<file path="src/rtl/symmux_pkg.sv">
`timescale 1ns/1ps
package symmux_pkg;
  typedef enum logic [1:0] {
    MODE_NORMAL      = 2'b00,
    MODE_FIBER_TEST  = 2'b01,
    MODE_COPPER_TEST = 2'b10,
    MODE_SPLIT       = 2'b11
  } test_mode_e;
endpackage

</file>
<file path="src/rtl/symmux_keystream.sv">
`timescale 1ns/1ps
module symmux_keystream #(
  parameter int LFSR_W = 11,
  parameter int TAP_IDX = 8,
  parameter int SYM_W = 5,
  parameter logic [LFSR_W-1:0] SEED = '1
) (
  input  logic             clk,
  input  logic             rst,
  output logic [SYM_W-1:0] key_o
);
  logic [LFSR_W-1:0] state_q;
  logic [LFSR_W-1:0] state_nxt;
  logic [LFSR_W-1:0] walk;
  logic              fb;

  always_comb begin
    walk  = state_q;
    key_o = '0;
    fb    = 1'b0;
    for (int j = 0; j < SYM_W; j++) begin
      fb       = walk[LFSR_W-1] ^ walk[TAP_IDX];
      key_o[j] = fb;
      walk     = {walk[LFSR_W-2:0], fb};
    end
    state_nxt = walk;
  end

  always_ff @(posedge clk) begin
    if (rst) state_q <= SEED;
    else     state_q <= state_nxt;
  end

  // a nonzero seed must never collapse into the all-zero lockup state
  assert_key_nonzero_R6: assert property (@(posedge clk) disable iff (rst)
    state_q != '0);
endmodule

</file>
<file path="src/rtl/symmux_cfg_latch.sv">
`timescale 1ns/1ps
module symmux_cfg_latch #(
  parameter int MODE_W = 2
) (
  input  logic              clk,
  input  logic              rst,
  input  logic [MODE_W-1:0] mode_i,
  input  logic              lpbk_fib_i,
  input  logic              lpbk_cu_i,
  input  logic              bypass_i,
  output logic [MODE_W-1:0] mode_q,
  output logic              lpbk_fib_q,
  output logic              lpbk_cu_q,
  output logic              bypass_q
);
  always_ff @(posedge clk) begin
    if (rst) begin
      mode_q     <= mode_i;
      lpbk_fib_q <= lpbk_fib_i;
      lpbk_cu_q  <= lpbk_cu_i;
      bypass_q   <= bypass_i;
    end
  end

  // once out of reset the captured controls never move
  assert_cfg_frozen_R1: assert property (@(posedge clk) disable iff (rst)
    !$past(rst) |-> $stable({mode_q, lpbk_fib_q, lpbk_cu_q, bypass_q}));
endmodule

</file>
<file path="src/rtl/symbol_test_mux.sv">
`timescale 1ns/1ps
module symbol_test_mux
  import symmux_pkg::*;
#(
  parameter int SYM_W = 5,
  parameter int LFSR_W = 11,
  parameter int TAP_IDX = 8,
  parameter logic [LFSR_W-1:0] SEED_SCR = 11'h7FF,
  parameter logic [LFSR_W-1:0] SEED_DSC = 11'h5A5
) (
  input  logic             clk,
  input  logic             rst,
  input  logic [1:0]       cfg_mode_i,
  input  logic             cfg_lpbk_fib_i,
  input  logic             cfg_lpbk_cu_i,
  input  logic             cfg_scr_bypass_i,
  input  logic [SYM_W-1:0] fib_rx_sym_i,
  input  logic [SYM_W-1:0] cu_rx_sym_i,
  input  logic [SYM_W-1:0] ext_txd_i,
  output logic [SYM_W-1:0] fib_tx_sym_o,
  output logic [SYM_W-1:0] cu_tx_sym_o,
  output logic [SYM_W-1:0] ext_rxd_o,
  output logic             txclk_sel_o,
  output logic             rxclk_sel_o
);
  localparam logic [SYM_W-1:0] IDLE = '1;

  logic [1:0]       mode_q;
  logic             lpbk_fib_q, lpbk_cu_q, bypass_q;
  test_mode_e       mode;
  logic [SYM_W-1:0] key_scr, key_dsc;
  logic [SYM_W-1:0] cu_pre_q, ext_rxd_q;
  logic [SYM_W-1:0] fib_rx_eff, cu_rx_eff, cu_pre_nxt, fib_tx_nxt, rxd_nxt;

  symmux_cfg_latch #(.MODE_W(2)) u_cfg (
    .clk(clk), .rst(rst),
    .mode_i(cfg_mode_i), .lpbk_fib_i(cfg_lpbk_fib_i),
    .lpbk_cu_i(cfg_lpbk_cu_i), .bypass_i(cfg_scr_bypass_i),
    .mode_q(mode_q), .lpbk_fib_q(lpbk_fib_q),
    .lpbk_cu_q(lpbk_cu_q), .bypass_q(bypass_q)
  );

  symmux_keystream #(.LFSR_W(LFSR_W), .TAP_IDX(TAP_IDX), .SYM_W(SYM_W), .SEED(SEED_SCR))
    u_scr (.clk(clk), .rst(rst), .key_o(key_scr));

  symmux_keystream #(.LFSR_W(LFSR_W), .TAP_IDX(TAP_IDX), .SYM_W(SYM_W), .SEED(SEED_DSC))
    u_dsc (.clk(clk), .rst(rst), .key_o(key_dsc));

  assign mode = test_mode_e'(mode_q);

  // Effective receive symbols after loopback and descrambling
  always_comb begin
    fib_rx_eff = lpbk_fib_q ? fib_tx_sym_o : fib_rx_sym_i;
    if (lpbk_cu_q)     cu_rx_eff = cu_pre_q;
    else if (bypass_q) cu_rx_eff = cu_rx_sym_i;
    else               cu_rx_eff = cu_rx_sym_i ^ key_dsc;
  end

  // Crossbar selected by the latched mode
  always_comb begin
    case (mode)
      MODE_NORMAL: begin
        cu_pre_nxt = fib_rx_eff;
        fib_tx_nxt = cu_rx_eff;
        rxd_nxt    = '0;
      end
      MODE_FIBER_TEST: begin
        cu_pre_nxt = IDLE;
        fib_tx_nxt = ext_txd_i;
        rxd_nxt    = fib_rx_eff;
      end
      MODE_COPPER_TEST: begin
        cu_pre_nxt = ext_txd_i;
        fib_tx_nxt = IDLE;
        rxd_nxt    = cu_rx_eff;
      end
      default: begin
        cu_pre_nxt = ext_txd_i;
        fib_tx_nxt = IDLE;
        rxd_nxt    = fib_rx_eff;
      end
    endcase
  end

  always_ff @(posedge clk) begin
    if (rst) begin
      fib_tx_sym_o <= IDLE;
      cu_tx_sym_o  <= IDLE;
      cu_pre_q     <= IDLE;
      ext_rxd_q    <= '0;
    end else begin
      fib_tx_sym_o <= fib_tx_nxt;
      cu_tx_sym_o  <= bypass_q ? cu_pre_nxt : (cu_pre_nxt ^ key_scr);
      cu_pre_q     <= cu_pre_nxt;
      ext_rxd_q    <= rxd_nxt;
    end
  end

  // External receive symbols launch on the falling edge
  always_ff @(negedge clk) begin
    if (rst) ext_rxd_o <= '0;
    else     ext_rxd_o <= ext_rxd_q;
  end

  assign txclk_sel_o = (mode == MODE_FIBER_TEST);
  assign rxclk_sel_o = mode_q[0];

  assert_normal_rxd_quiet_R2: assert property (@(posedge clk) disable iff (rst)
    mode == MODE_NORMAL |=> ext_rxd_q == '0);

  assert_copper_test_tx_R3: assert property (@(posedge clk) disable iff (rst)
    (mode == MODE_COPPER_TEST && bypass_q) |=> cu_tx_sym_o == $past(ext_txd_i));

  assert_fiber_test_tx_R4: assert property (@(posedge clk) disable iff (rst)
    mode == MODE_FIBER_TEST |=> fib_tx_sym_o == $past(ext_txd_i));

  assert_split_fib_idle_R5: assert property (@(posedge clk) disable iff (rst)
    mode == MODE_SPLIT |=> fib_tx_sym_o == IDLE);

  assert_fib_loop_rxd_R7: assert property (@(posedge clk) disable iff (rst)
    (lpbk_fib_q && mode == MODE_FIBER_TEST) |=> ext_rxd_q == $past(fib_tx_sym_o));
endmodule

</file>
<file path="config.mk">
export PLATFORM = sky130hd
export DESIGN_NAME = symbol_test_mux
export DESIGN_NICKNAME = d
export VERILOG_FILES = /design/src/rtl/symmux_pkg.sv /design/src/rtl/symmux_keystream.sv /design/src/rtl/symmux_cfg_latch.sv /design/src/rtl/symbol_test_mux.sv
export SDC_FILE = /design/constraint.sdc
export NUM_CORES = 1
export LEC_CHECK = 0
export BUFFER_PORTS_ARGS = -buffer_cell sky130_fd_sc_hd__buf_4
export CORE_MARGIN = 4
export CORE_UTILIZATION = 45
export CTS_CLUSTER_DIAMETER = 100
export DETAILED_ROUTE_END_ITERATION = 6
export GPL_TIMING_DRIVEN = 0
export MAX_ROUTING_LAYER = met4
export PLACE_DENSITY = 0.65
export SYNTH_ARGS = -nofsm -noshare
export SYNTH_HDL_FRONTEND = slang
export SYNTH_HIERARCHICAL = 1
export SYNTH_SLANG_ARGS = --single-unit
</file>
<file path="constraint.sdc">
create_clock -name clk -period 1.6 [get_ports clk]
set_clock_uncertainty 0.1 [all_clocks]
set_input_delay 0.32 -clock clk [delete_from_list [all_inputs] [get_ports clk]]
set_output_delay 0.32 -clock clk [all_outputs]
set_load 0.02 [all_outputs]
</file>
==> impl_metrics.csv <==
group,metric,value,unit
power,combPwrFrac,0.151,
clock_tree,cts-root-buf,"clkbuf_8",
power,switching_power,0.6933,mW
setup_path,reg2reg_from,"u_cfg/mode_q[0]",
route,dr.pass1.iters,4,
setup_path,setup.worst_path.start,"ext_rxd_o[0]",
setup_path,r2r_slack,100,ps
placed_design,place_area,0.002306,mm2
power,clock_power_share,0.355,
final_layout,area_growth,28.11,%
timing,slew_headroom,0.7668,
route,vias_per_cell,4.821,
floorplan,die_w,73.82,um
grt,grt_pass1_wl,5878,um
final_layout,fin_cells,280,
setup_path,path_class,"register to output port",
setup_path,endpoint_kind,"output port",
power,p_per_area,1198,mW/mm2
setup_path,crit_path_start_kind,"register",
synth,yosysWarnings,6,
route,vias,1350,
floorplan,die_h,73.82,um
grt,grt_max_degree,19,
timing,worst_pin_slew,348.5,ps
power,p_seq_frac,0.494,
route,wirelength,3686,um
synth,avgSynthCellArea,10.89,um2
placed_design,dpl.cell_count,267,
final_layout,layout_common_cells,"dfxtp_1 (42), buf_4 (37), or2_1 (15)",
timing,final.setup.worst_slack,-400.1,ps
placed_design,dp_hpwl,2854,um
power,irDropWorstVdd,768.4,uV
clock_tree,clk_pin_slew,90,ps
floorplan,std_cell_rows,23,
clock_tree,cts.sinks,52,
worst_hold_path,worstHoldPathType,"primary input to register",
setup_path,cp_num_buf_inv,1,
setup_path,critPathCapture,"ext_rxd_o[0]",
grt,antenna_found_initial,0,
synth,seq_area_frac_synth,0.5597,
power,leakage,1.049,nW
clock_tree,clk_latency,300,ps
final_layout,fin_nets,251,
timing,finalHoldWorstSlack,95.25,ps
setup_path,required,1180,ps
setup_path,cp.arrival,1580,ps
clock_tree,cts_tree,"yes",
timing,final-max-slew-violation-count,0,
final_layout,finalInstanceArea,0.002497,mm2
floorplan,start_util,0.4770,
power,switching_share,0.2317,
final_layout,drive_above_1_share,0.3217,
synth,synth_cells,179,
grt,grt_pass1_vias,1377,
setup_path,crit_cells,1,
final_layout,layout_commonest_cell,"dfxtp_1",
synth,synth_seq_cells,52,
grt,grt_usage,0.1486,
setup_path,r2r_cells,5,
timing,tns,-1961,ps
floorplan,core_area,0.004086,mm2
placed_design,place.gp.congestion,0.9371,
synth,synth_fp_nets,201,
grt,gr-total-overflow,0,
power,p_int,2.298,mW
setup_path,slowest_delay,310,ps
setup_path,critPathTopFamily,"flip-flops",
floorplan,die-area,0.005449,mm2
timing,rsz0062_at_grt,"true",
setup_path,crit_fanout,1,
run_status,status,"finished with violations",
clock_tree,cts_buffers,5,
run_status,violations,"setup timing",
route,drc,0,
timing,setup_viol,5,
synth,syn_area,0.001949,mm2
setup_path,slowest_stage,"dfxtp_2",
setup_path,reg2reg_to,"cu_tx_sym_o[3]",
power,p_total,2.992,mW
route,antenna_left,0,
route,drt-wirelength-per-cell,13.16,um
setup_path,cp_cell_sequence,"buf_6",
placed_design,numPortBuffers,38,
timing,hold_viol,0,
floorplan,ios,39,
clock_tree,cts_hold_buf,0,
synth,yosysUniqueCellTypes,25,
flow_run,maxCapViolCount,0,
clock_tree,htreeDepth,2,
final_layout,diodes,0,
clock_tree,cts_buffer_depth,2,
route,initialDrtViolationCount,118,
repair_timing:
action                                  4_1_cts  5_1_grt
buffers inserted                              2        0
gates resized for setup                      11        0
endpoints found under the setup margin        6       10
through the flow:
step	util	worst slack, ps
2_1_floorplan	-	28.97
3_3_place_gp	0.5643	-53.61
3_5_place_dp	0.5643	-58.58
4_1_cts	0.6139	-418.3
5_1_grt	0.6111	-432.2
6_report	0.6111	-400.1
metal layers:
metal | vias up | GRT usage | share of wire
met5 | - | - | 0
met4 | 0 | 0.07042 | 0.019
met1 | 627 | 0.1574 | 0.42
met3 | 7 | 0.04788 | 0.059
li1 | 682 | - | -
met2 | 34 | 0.2490 | 0.50
state kept, by name (all words and copies together), names as in the netlist:
signal            flops
u_dsc/state_q        11
u_scr/state_q        11
cu_pre_q              5
cu_tx_sym_o           5
ext_rxd_o             5
ext_rxd_q             5
fib_tx_sym_o          5
u_cfg/mode_q          2
u_cfg/bypass_q        1
u_cfg/lpbk_cu_q       1
u_cfg/lpbk_fib_q      1
kinds of logic (layout without fill, tap and decap cells):
logic type	after synthesis	count (layout)	share of synthesized area
AO/OA/AOI/OAI	20	20	0.07253
multiplexers	5	5	0.02567
XOR/XNOR	20	20	0.08985
AND/OR/NAND/NOR	72	72	0.2253
flip-flops	52	52	0.5597
buffers and inverters	10	61	0.02696
cell usage after synthesis:
library cell | count | area, um2
a21oi_1 | 4 | 20.02
a21oi_2 | 1 | 8.760
and2b_1 | 4 | 30.03
and2b_2 | 2 | 17.52
and2b_4 | 5 | 50.05
buf_2 | 3 | 15.01
buf_4 | 3 | 22.52
clkbuf_1 | 2 | 7.510
dfxtp_1 | 47 | 940.9
edfxtp_1 | 5 | 150.1
inv_1 | 2 | 7.510
mux2i_1 | 5 | 50.05
nand2_1 | 5 | 18.77
nand2b_1 | 11 | 68.82
nor2_1 | 11 | 41.29
nor2_2 | 1 | 6.260
nor2b_1 | 11 | 68.82
o21ai_0 | 1 | 5.000
o21ai_1 | 4 | 20.02
o311ai_1 | 5 | 43.79
o32ai_1 | 5 | 43.79
or2_1 | 15 | 93.84
or2_2 | 7 | 43.79
xnor2_1 | 10 | 87.58
xor2_1 | 10 | 87.58
power by group through the flow:
stage / clock (mW) / sequential, mW / combinational (mW)
after floorplan: 0.0233 / 1.54 / 0.243
after global placement: 0.0233 / 1.50 / 0.433
after detailed placement: 0.0233 / 1.51 / 0.437
after CTS: 1.09 / 1.48 / 0.458
after global routing: 1.16 / 1.49 / 0.493
final: 1.06 / 1.48 / 0.451
worst min-delay path by stage:
stage | startpoint | endpoint | slack, ps | cells past startpoint
2_1_floorplan | u_scr/state_q[1] | u_scr/state_q[6] | 280 | 1
3_3_place_gp | u_scr/state_q[1] | u_scr/state_q[6] | 290 | 1
3_5_place_dp | u_scr/state_q[3] | u_scr/state_q[8] | 290 | 1
4_1_cts | cfg_scr_bypass_i | u_cfg/bypass_q | 80 | 1
5_1_grt | cfg_scr_bypass_i | u_cfg/bypass_q | 70 | 1
6_report | cfg_lpbk_fib_i | u_cfg/lpbk_fib_q | 100 | 1
layout make-up:
cell class | count | area [um2]
Fill cell | 326 | 1589
Sequential cell | 52 | 1097
Multi-Input combinational cell | 117 | 813.3
Timing Repair Buffer | 40 | 322.8
Clock inverter | 8 | 82.58
Clock buffer | 5 | 68.82
Tap cell | 50 | 62.56
Buffer | 7 | 46.29
Inverter | 1 | 3.754
Note: power is estimated with default switching activity, not from simulation.
